**config.mk**
```make
export PLATFORM = sky130hd
export DESIGN_NAME = int_exec_unit
export DESIGN_NICKNAME = d
export VERILOG_FILES = /design/src/rtl/iexu_pkg.sv /design/src/rtl/iexu_decode.sv /design/src/rtl/iexu_adder.sv /design/src/rtl/iexu_compare.sv /design/src/rtl/iexu_extend.sv /design/src/rtl/int_exec_unit.sv
export SDC_FILE = /design/constraint.sdc
export NUM_CORES = 1
export LEC_CHECK = 0
export ABC_AREA = 1
export BUFFER_PORTS_ARGS = -buffer_cell sky130_fd_sc_hd__clkbuf_2
export CAP_MARGIN = 10
export CORE_ASPECT_RATIO = 2
export CORE_MARGIN = 5
export CORE_UTILIZATION = 50
export DETAILED_ROUTE_END_ITERATION = 7
export PLACE_DENSITY = 0.74
export SETUP_SLACK_MARGIN = 0.5
export SLEW_MARGIN = 20
export SYNTH_ARGS = -nofsm -noshare
export SYNTH_HDL_FRONTEND = slang
export SYNTH_SLANG_ARGS = --single-unit
```
**constraint.sdc**
```tcl
create_clock -name vclk -period 7
set_clock_uncertainty 0.1 [all_clocks]
set_input_delay 0.7 -clock vclk [all_inputs]
set_output_delay 0.7 -clock vclk [all_outputs]
set_load 0.01 [all_outputs]
```
**src/rtl/iexu_pkg.sv**
```systemverilog
package iexu_pkg;

   typedef enum logic [4:0] {
      OP_NONE,
      OP_ADD_RR,
      OP_ADD_RI,
      OP_ADD_CIN,
      OP_ADD_OVF,
      OP_EQ_IMM,
      OP_EQ_RR,
      OP_GE_U,
      OP_GE_S,
      OP_GT_U,
      OP_GT_S,
      OP_POS,
      OP_NONNEG,
      OP_BYTE_HIT,
      OP_DEC_TEST,
      OP_SX8,
      OP_SX16,
      OP_ZX8,
      OP_ZX16
   } op_e;

   function automatic logic op_is_compare(op_e op);
      return op inside {OP_EQ_IMM, OP_EQ_RR, OP_GE_U, OP_GE_S, OP_GT_U,
                        OP_GT_S, OP_POS, OP_NONNEG, OP_BYTE_HIT};
   endfunction

   function automatic logic op_is_add(op_e op);
      return op inside {OP_ADD_RR, OP_ADD_RI, OP_ADD_CIN, OP_ADD_OVF, OP_DEC_TEST};
   endfunction

   function automatic logic op_is_ext(op_e op);
      return op inside {OP_SX8, OP_SX16, OP_ZX8, OP_ZX16};
   endfunction

   function automatic logic op_writes_reg(op_e op);
      return op_is_add(op) || op_is_ext(op);
   endfunction

   function automatic logic op_writes_t(op_e op);
      return op_is_compare(op) || op inside {OP_ADD_CIN, OP_ADD_OVF, OP_DEC_TEST};
   endfunction

endpackage

```
**src/rtl/iexu_decode.sv**
```systemverilog
module iexu_decode
   import iexu_pkg::*;
#(
   parameter int INSTR_W = 16
) (
   input  logic [INSTR_W-1:0] instr_i,
   output op_e                op_o
);

   localparam int TOP_LO = INSTR_W - 4;

   logic [3:0] major;
   logic [3:0] field_n;
   logic [3:0] minor;
   logic [7:0] low_byte;

   assign major    = instr_i[INSTR_W-1:TOP_LO];
   assign field_n  = instr_i[11:8];
   assign minor    = instr_i[3:0];
   assign low_byte = instr_i[7:0];

   always_comb begin
      op_o = OP_NONE;
      case (major)
         4'h3: begin
            case (minor)
               4'hC:    op_o = OP_ADD_RR;
               4'hE:    op_o = OP_ADD_CIN;
               4'hF:    op_o = OP_ADD_OVF;
               4'h0:    op_o = OP_EQ_RR;
               4'h2:    op_o = OP_GE_U;
               4'h3:    op_o = OP_GE_S;
               4'h6:    op_o = OP_GT_U;
               4'h7:    op_o = OP_GT_S;
               default: op_o = OP_NONE;
            endcase
         end
         4'h7: op_o = OP_ADD_RI;
         4'h8: if (field_n == 4'h8) op_o = OP_EQ_IMM;
         4'h4: begin
            case (low_byte)
               8'h15:   op_o = OP_POS;
               8'h11:   op_o = OP_NONNEG;
               8'h10:   op_o = OP_DEC_TEST;
               default: op_o = OP_NONE;
            endcase
         end
         4'h2: if (minor == 4'hC) op_o = OP_BYTE_HIT;
         4'h6: begin
            case (minor)
               4'hE:    op_o = OP_SX8;
               4'hF:    op_o = OP_SX16;
               4'hC:    op_o = OP_ZX8;
               4'hD:    op_o = OP_ZX16;
               default: op_o = OP_NONE;
            endcase
         end
         default: op_o = OP_NONE;
      endcase
   end

   // the immediate-add and immediate-compare classes never overlap another prefix
   always_comb begin
      p_prefix_r12: assert (!(op_o == OP_ADD_RI) || major == 4'h7)
         else $error("immediate add decoded outside its prefix");
   end

endmodule

```
**src/rtl/iexu_adder.sv**
```systemverilog
module iexu_adder #(
   parameter int W = 32
) (
   input  logic [W-1:0] a_i,
   input  logic [W-1:0] b_i,
   input  logic         cin_i,
   output logic [W-1:0] sum_o,
   output logic         cout_o,
   output logic         ovf_o
);

   logic [W:0] wide;

   assign wide   = {1'b0, a_i} + {1'b0, b_i} + {{W{1'b0}}, cin_i};
   assign sum_o  = wide[W-1:0];
   assign cout_o = wide[W];
   assign ovf_o  = (a_i[W-1] == b_i[W-1]) && (sum_o[W-1] != a_i[W-1]);

   logic [W:0] sext_sum;
   assign sext_sum = {a_i[W-1], a_i} + {b_i[W-1], b_i} + {{W{1'b0}}, cin_i};

   // overflow agrees with a sign-extended reference sum
   always_comb begin
      p_ovf_match_r4: assert (ovf_o == (sext_sum[W] != sext_sum[W-1]))
         else $error("overflow flag disagrees with widened sum");
   end

endmodule

```
**src/rtl/iexu_compare.sv**
```systemverilog
module iexu_compare #(
   parameter int W            = 32,
   parameter bit CMP_FROM_SUB = 1'b1
) (
   input  logic [W-1:0] a_i,
   input  logic [W-1:0] b_i,
   output logic         eq_o,
   output logic         ge_u_o,
   output logic         ge_s_o,
   output logic         gt_u_o,
   output logic         gt_s_o,
   output logic         pos_o,
   output logic         nonneg_o,
   output logic         byte_hit_o
);

   localparam int LANES = W / 8;

   logic [LANES-1:0] lane_eq;

   for (genvar g = 0; g < LANES; g++) begin : g_lane
      assign lane_eq[g] = (a_i[g*8 +: 8] == b_i[g*8 +: 8]);
   end

   assign byte_hit_o = |lane_eq;
   assign nonneg_o   = ~a_i[W-1];
   assign pos_o      = ~a_i[W-1] && (|a_i);

   if (CMP_FROM_SUB) begin : g_sub
      logic [W:0] diff;
      logic       v;
      assign diff   = {1'b0, a_i} + {1'b0, ~b_i} + {{W{1'b0}}, 1'b1};
      assign eq_o   = (diff[W-1:0] == '0);
      assign ge_u_o = diff[W];
      assign gt_u_o = diff[W] & ~eq_o;
      assign v      = (a_i[W-1] != b_i[W-1]) && (diff[W-1] != a_i[W-1]);
      assign ge_s_o = (diff[W-1] == v);
      assign gt_s_o = ge_s_o & ~eq_o;

      // flag-derived orderings agree with relational operators
      always_comb begin
         p_ge_u_r6: assert (ge_u_o == (a_i >= b_i))
            else $error("unsigned ordering from borrow is wrong");
         p_gt_s_r6: assert (gt_s_o == ($signed(a_i) > $signed(b_i)))
            else $error("signed ordering from flags is wrong");
      end
   end else begin : g_rel
      assign eq_o   = (a_i == b_i);
      assign ge_u_o = (a_i >= b_i);
      assign gt_u_o = (a_i > b_i);
      assign ge_s_o = ($signed(a_i) >= $signed(b_i));
      assign gt_s_o = ($signed(a_i) > $signed(b_i));
   end

   // equality of the whole word implies a lane match
   always_comb begin
      p_lane_r8: assert (!eq_o || byte_hit_o)
         else $error("equal words without a byte lane match");
   end

endmodule

```
**src/rtl/iexu_extend.sv**
```systemverilog
module iexu_extend #(
   parameter int W = 32
) (
   input  logic [W-1:0] src_i,
   input  logic         half_i,
   input  logic         signed_i,
   output logic [W-1:0] val_o
);

   logic fill8;
   logic fill16;

   assign fill8  = signed_i & src_i[7];
   assign fill16 = signed_i & src_i[15];

   always_comb begin
      if (half_i) val_o = {{(W-16){fill16}}, src_i[15:0]};
      else        val_o = {{(W-8){fill8}},   src_i[7:0]};
   end

   // the retained low bits always match the source
   always_comb begin
      p_low_keep_r10: assert (val_o[7:0] == src_i[7:0])
         else $error("extension altered the low byte");
   end

endmodule

```
**src/rtl/int_exec_unit.sv**
```systemverilog
module int_exec_unit
   import iexu_pkg::*;
#(
   parameter int DATA_W       = 32,
   parameter int INSTR_W      = 16,
   parameter int IDX_W        = 4,
   parameter bit CMP_FROM_SUB = 1'b1
) (
   input  logic [INSTR_W-1:0] instr_i,
   input  logic [DATA_W-1:0]  rn_val_i,
   input  logic [DATA_W-1:0]  rm_val_i,
   input  logic [DATA_W-1:0]  r0_val_i,
   input  logic               t_i,
   output logic [DATA_W-1:0]  result_o,
   output logic               rd_we_o,
   output logic [IDX_W-1:0]   rd_idx_o,
   output logic               t_we_o,
   output logic               t_o
);

   localparam int IMM_W = 8;
   localparam int IDX_LO = 8;

   if (DATA_W < 16 || (DATA_W % 8) != 0) begin : g_bad_width
      $error("DATA_W must be a multiple of 8 and at least 16");
   end
   if (INSTR_W != 16) begin : g_bad_instr
      $error("INSTR_W must be 16 for this encoding");
   end
   if (IDX_W != 4) begin : g_bad_idx
      $error("IDX_W must be 4 for this encoding");
   end

   op_e op;

   iexu_decode #(.INSTR_W(INSTR_W)) u_decode (
      .instr_i (instr_i),
      .op_o    (op)
   );

   logic [DATA_W-1:0] imm_sx;
   assign imm_sx = {{(DATA_W-IMM_W){instr_i[IMM_W-1]}}, instr_i[IMM_W-1:0]};

   // adder operand steering
   logic [DATA_W-1:0] add_b;
   logic              add_cin;
   logic [DATA_W-1:0] add_sum;
   logic              add_cout;
   logic              add_ovf;

   always_comb begin
      case (op)
         OP_ADD_RI:   add_b = imm_sx;
         OP_DEC_TEST: add_b = '1;
         default:     add_b = rm_val_i;
      endcase
      add_cin = (op == OP_ADD_CIN) ? t_i : 1'b0;
   end

   iexu_adder #(.W(DATA_W)) u_adder (
      .a_i    (rn_val_i),
      .b_i    (add_b),
      .cin_i  (add_cin),
      .sum_o  (add_sum),
      .cout_o (add_cout),
      .ovf_o  (add_ovf)
   );

   // compare operand steering
   logic [DATA_W-1:0] cmp_a;
   logic [DATA_W-1:0] cmp_b;
   logic c_eq, c_ge_u, c_ge_s, c_gt_u, c_gt_s, c_pos, c_nonneg, c_byte;

   assign cmp_a = (op == OP_EQ_IMM) ? r0_val_i : rn_val_i;
   assign cmp_b = (op == OP_EQ_IMM) ? imm_sx   : rm_val_i;

   iexu_compare #(.W(DATA_W), .CMP_FROM_SUB(CMP_FROM_SUB)) u_compare (
      .a_i        (cmp_a),
      .b_i        (cmp_b),
      .eq_o       (c_eq),
      .ge_u_o     (c_ge_u),
      .ge_s_o     (c_ge_s),
      .gt_u_o     (c_gt_u),
      .gt_s_o     (c_gt_s),
      .pos_o      (c_pos),
      .nonneg_o   (c_nonneg),
      .byte_hit_o (c_byte)
   );

   logic [DATA_W-1:0] ext_val;

   iexu_extend #(.W(DATA_W)) u_extend (
      .src_i    (rm_val_i),
      .half_i   (op == OP_SX16 || op == OP_ZX16),
      .signed_i (op == OP_SX8 || op == OP_SX16),
      .val_o    (ext_val)
   );

   // result and enables
   always_comb begin
      if (op_is_add(op))      result_o = add_sum;
      else if (op_is_ext(op)) result_o = ext_val;
      else                    result_o = '0;
   end

   assign rd_we_o  = op_writes_reg(op);
   assign t_we_o   = op_writes_t(op);
   assign rd_idx_o = instr_i[IDX_LO +: IDX_W];

   always_comb begin
      case (op)
         OP_ADD_CIN:  t_o = add_cout;
         OP_ADD_OVF:  t_o = add_ovf;
         OP_EQ_IMM,
         OP_EQ_RR:    t_o = c_eq;
         OP_GE_U:     t_o = c_ge_u;
         OP_GE_S:     t_o = c_ge_s;
         OP_GT_U:     t_o = c_gt_u;
         OP_GT_S:     t_o = c_gt_s;
         OP_POS:      t_o = c_pos;
         OP_NONNEG:   t_o = c_nonneg;
         OP_BYTE_HIT: t_o = c_byte;
         OP_DEC_TEST: t_o = (add_sum == '0);
         default:     t_o = t_i;
      endcase
   end

   always_comb begin
      p_idle_r12: assert (op != OP_NONE || (!rd_we_o && !t_we_o && t_o == t_i && result_o == '0))
         else $error("unrecognised opcode produced an effect");
      p_cmp_nowrite_r11: assert (!op_is_compare(op) || (!rd_we_o && t_we_o && result_o == '0))
         else $error("compare wrote a register");
      p_dec_zero_r9: assert (op != OP_DEC_TEST || (t_o == (result_o == '0) && result_o == rn_val_i - 1'b1))
         else $error("decrement test flag or value wrong");
      p_t_hold_r1: assert (t_we_o || t_o == t_i)
         else $error("condition bit moved without write enable");
   end

endmodule

```
==> out/metrics.cfg <==
[timing]
slew_violations = 0
setup_viol = 0
fmax_ghz = 0.1617
hold_viol = 0
fin_crit_ns = 6.186
worst_slew_pin_slew_ns = 0.8611
fin_setup_tns_ns = 0
slew_headroom = 0.4243
post-route-period-util = 0.8837
rsz0062_at_grt = false

[die]
die_area_sq_mm = 0.01601
rows = 60
die_w_um = 92.02
initial_core_util = 0.5034
core_area_sq_mm = 0.01336
die_h_um = 174.0
pin_count = 152

[finish]
clkbuf_count = 0
syn_to_final_growth_pct = 13.45
diodes = 0
post-route-util = 0.5711
multi_input_area_sq_mm = 0.005699
drive_gt1_frac = 0.1459
regArea_sq_um = 0
fin_nets = 1683
seq_cells = 0
fill_cells = 1538

[worst_hold_path]
hp-class = in2out
hp-start = instr_i[10]
hold_end = rd_idx_o[2]
whs_path_depth = 2

[worst_setup_path]
cp_slowest_stage_delay_ns = 0.46
required_ns = 6.20
cp_max_fo = 49
cp_slowest_cell = fa_1
end_kind = output pin
critical_path.startpoint_type = input pin
worst_ep_arrival_time_ns = 5.39
crit_path_frequent_cell = nor2_1
crit_type = in2out

[detailed_routing]
firstDrtPassIters = 5
viasPerCell = 5.668
drt_iter0_drc = 580
ant_nets = 0
drc = 0
vias = 9386
avgRoutedWirePerCell_um = 18.28
drt-total-wl_um = 30270

[synth]
synth_top_area_cell = nand2_1
synthTopCellsByArea = nand2_1, inv_1, ha_1, o21ai_0, nor2_1
synth-seq-area-share = 0
ys_types = 49
synth_top_area_share = 0.2656
syn_nets = 1551
synth-warning-count = 0
syn_area_sq_mm = 0.006726
avgSynthCellArea_sq_um = 4.906
synthCells = 1371

[status]
status = complete, no violations

[placement]
io_buffers = 152
hpwl_um = 26610
gp_congestion = 1.027

[grt]
grt_pass1_wl_um = 46190
grtUsageMet2 = 0.7088
grtUsageMet3 = 0.02252
grt_max_degree = 50
grt_pass1_vias = 9299
gr-usage-met1 = 0.3495
top_usage_layer = met2
antenna_found_initial = 0
grt-ovfl-total = 0
grt.total_usage = 0.3629

[power]
ir_drop_v = 0.00005516
p_leak_nw = 4.607
p_per_area_mw_per_mm2 = 86.50

[run]
maxCapViolations = 0

## worst max-delay path by stage
| stage | endpoint | cells after the start | startpoint |
|---|---|---|---|
| after floorplan | t_o | 33 | instr_i[9] |
| final | t_o | 34 | instr_i[14] |
| after CTS | t_o | 33 | instr_i[9] |
| after global routing | t_o | 33 | instr_i[14] |
| after global placement | t_o | 32 | instr_i[9] |
| after detailed placement | t_o | 33 | instr_i[9] |
## cell type report
cell class                 instances  share of cell area
inverter                         241              0.1189
multi-input combinational       1103              0.7468
tap                              155             0.02541
timing repair buffer             157              0.1089
## synth_stat cells (all sizes together) (2+ instances only)
cell and number:
o22ai 8, or2 11, nand3 87, a21o 6, fa 4, and2 2, nor3 13, a31oi 2
nand2 481, ha 63, buf 16, a22o 3, nor4 5, inv 240, a21boi 3, a21oi 75
mux2i 2, nand3b 15, o21bai 5, nor2 140, o21a 3, nand4 23, xnor2 4, clkbuf 11
o21ai 133, xor2 8
## worst max-delay path, delay by kind of cell
kind                       cells  cell delay [ns]
and+or+nand+nor               20             2.06
AOI/OAI and AO/OA              6             0.94
buffers and inverters          6             0.92
adders and majority gates      2             0.74
## layout by cell type (no fill, tap or decap), types with 2 or more instances in the layout
master,netlist,final
nand2_1,476,474
inv_1,229,229
clkbuf_2,0,152
nor2_1,132,130
o21ai_0,107,103
nand3_1,79,78
a21oi_1,74,72
ha_1,63,61
o21ai_1,19,23
nand4_1,23,23
nand3b_1,15,15
nor3_1,12,12
inv_2,11,10
or2_2,10,10
nand3_2,7,8
xor2_1,8,8
nor2_2,6,7
nand2_2,5,7
o22ai_1,7,7
o21ai_2,7,7
a21o_1,6,6
nor4_1,5,5
o21bai_1,4,4
xnor2_1,4,4
fa_1,4,4
nor2_4,2,3
a21oi_2,1,3
o21a_1,3,3
a21boi_0,3,3
a22o_1,3,3
buf_4,5,3
and2_1,2,2
mux2i_1,2,2
a31oi_1,2,2
## per-stage QoR
stage                     hold slack (ns)  std cells  instance area, sq um  setup WS (ns)  power (W)
after floorplan                     1.392       1371                  6726          1.542  0.0004316
after global placement              1.506       1653                  7548         0.6621  0.0006377
after detailed placement            1.508       1653                  7548         0.4652  0.0006384
after CTS                           1.509       1653                  7553         0.5495  0.0006421
after global routing                1.512       1656                  7631         0.4474  0.0007282
final                               1.508       1656                  7631         0.8143  0.0006601
## timing repair
item | in CTS | in global routing
pin swaps | 0 | 1
endpoints found under the setup margin | 1 | 1
hold buffers | 0 | 0
setup buffers | 0 | 3
gates resized for setup | 2 | 14
## layer usage
metal,vias up,wire length (um)
met2,420,16070
met5,-,0
met4,0,2675
met1,4184,10140
met3,133,1384
li1,4649,-
## where the power goes
part           internal [W]  total, W  switching, W  leakage, nW
registers                 0         0             0            0
logic              0.000221  0.000660      0.000439         4.61
clock network             0         0             0            0
## logic make-up (layout without fill, tap and decap cells)
| kind of cell | count (synthesis) | after routing | share of synthesized area |
|---|---|---|---|
| and+or+nand+nor | 780 | 780 | 0.4942 |
| buffers and inverters | 268 | 398 | 0.1590 |
| AOI/OAI and AO/OA | 242 | 242 | 0.1990 |
| adders and majority gates | 67 | 67 | 0.1291 |
| xor gates and xnor gates | 12 | 12 | 0.01562 |
| muxes | 2 | 2 | 0.002976 |
Note: power is estimated with default switching activity, not from simulation.
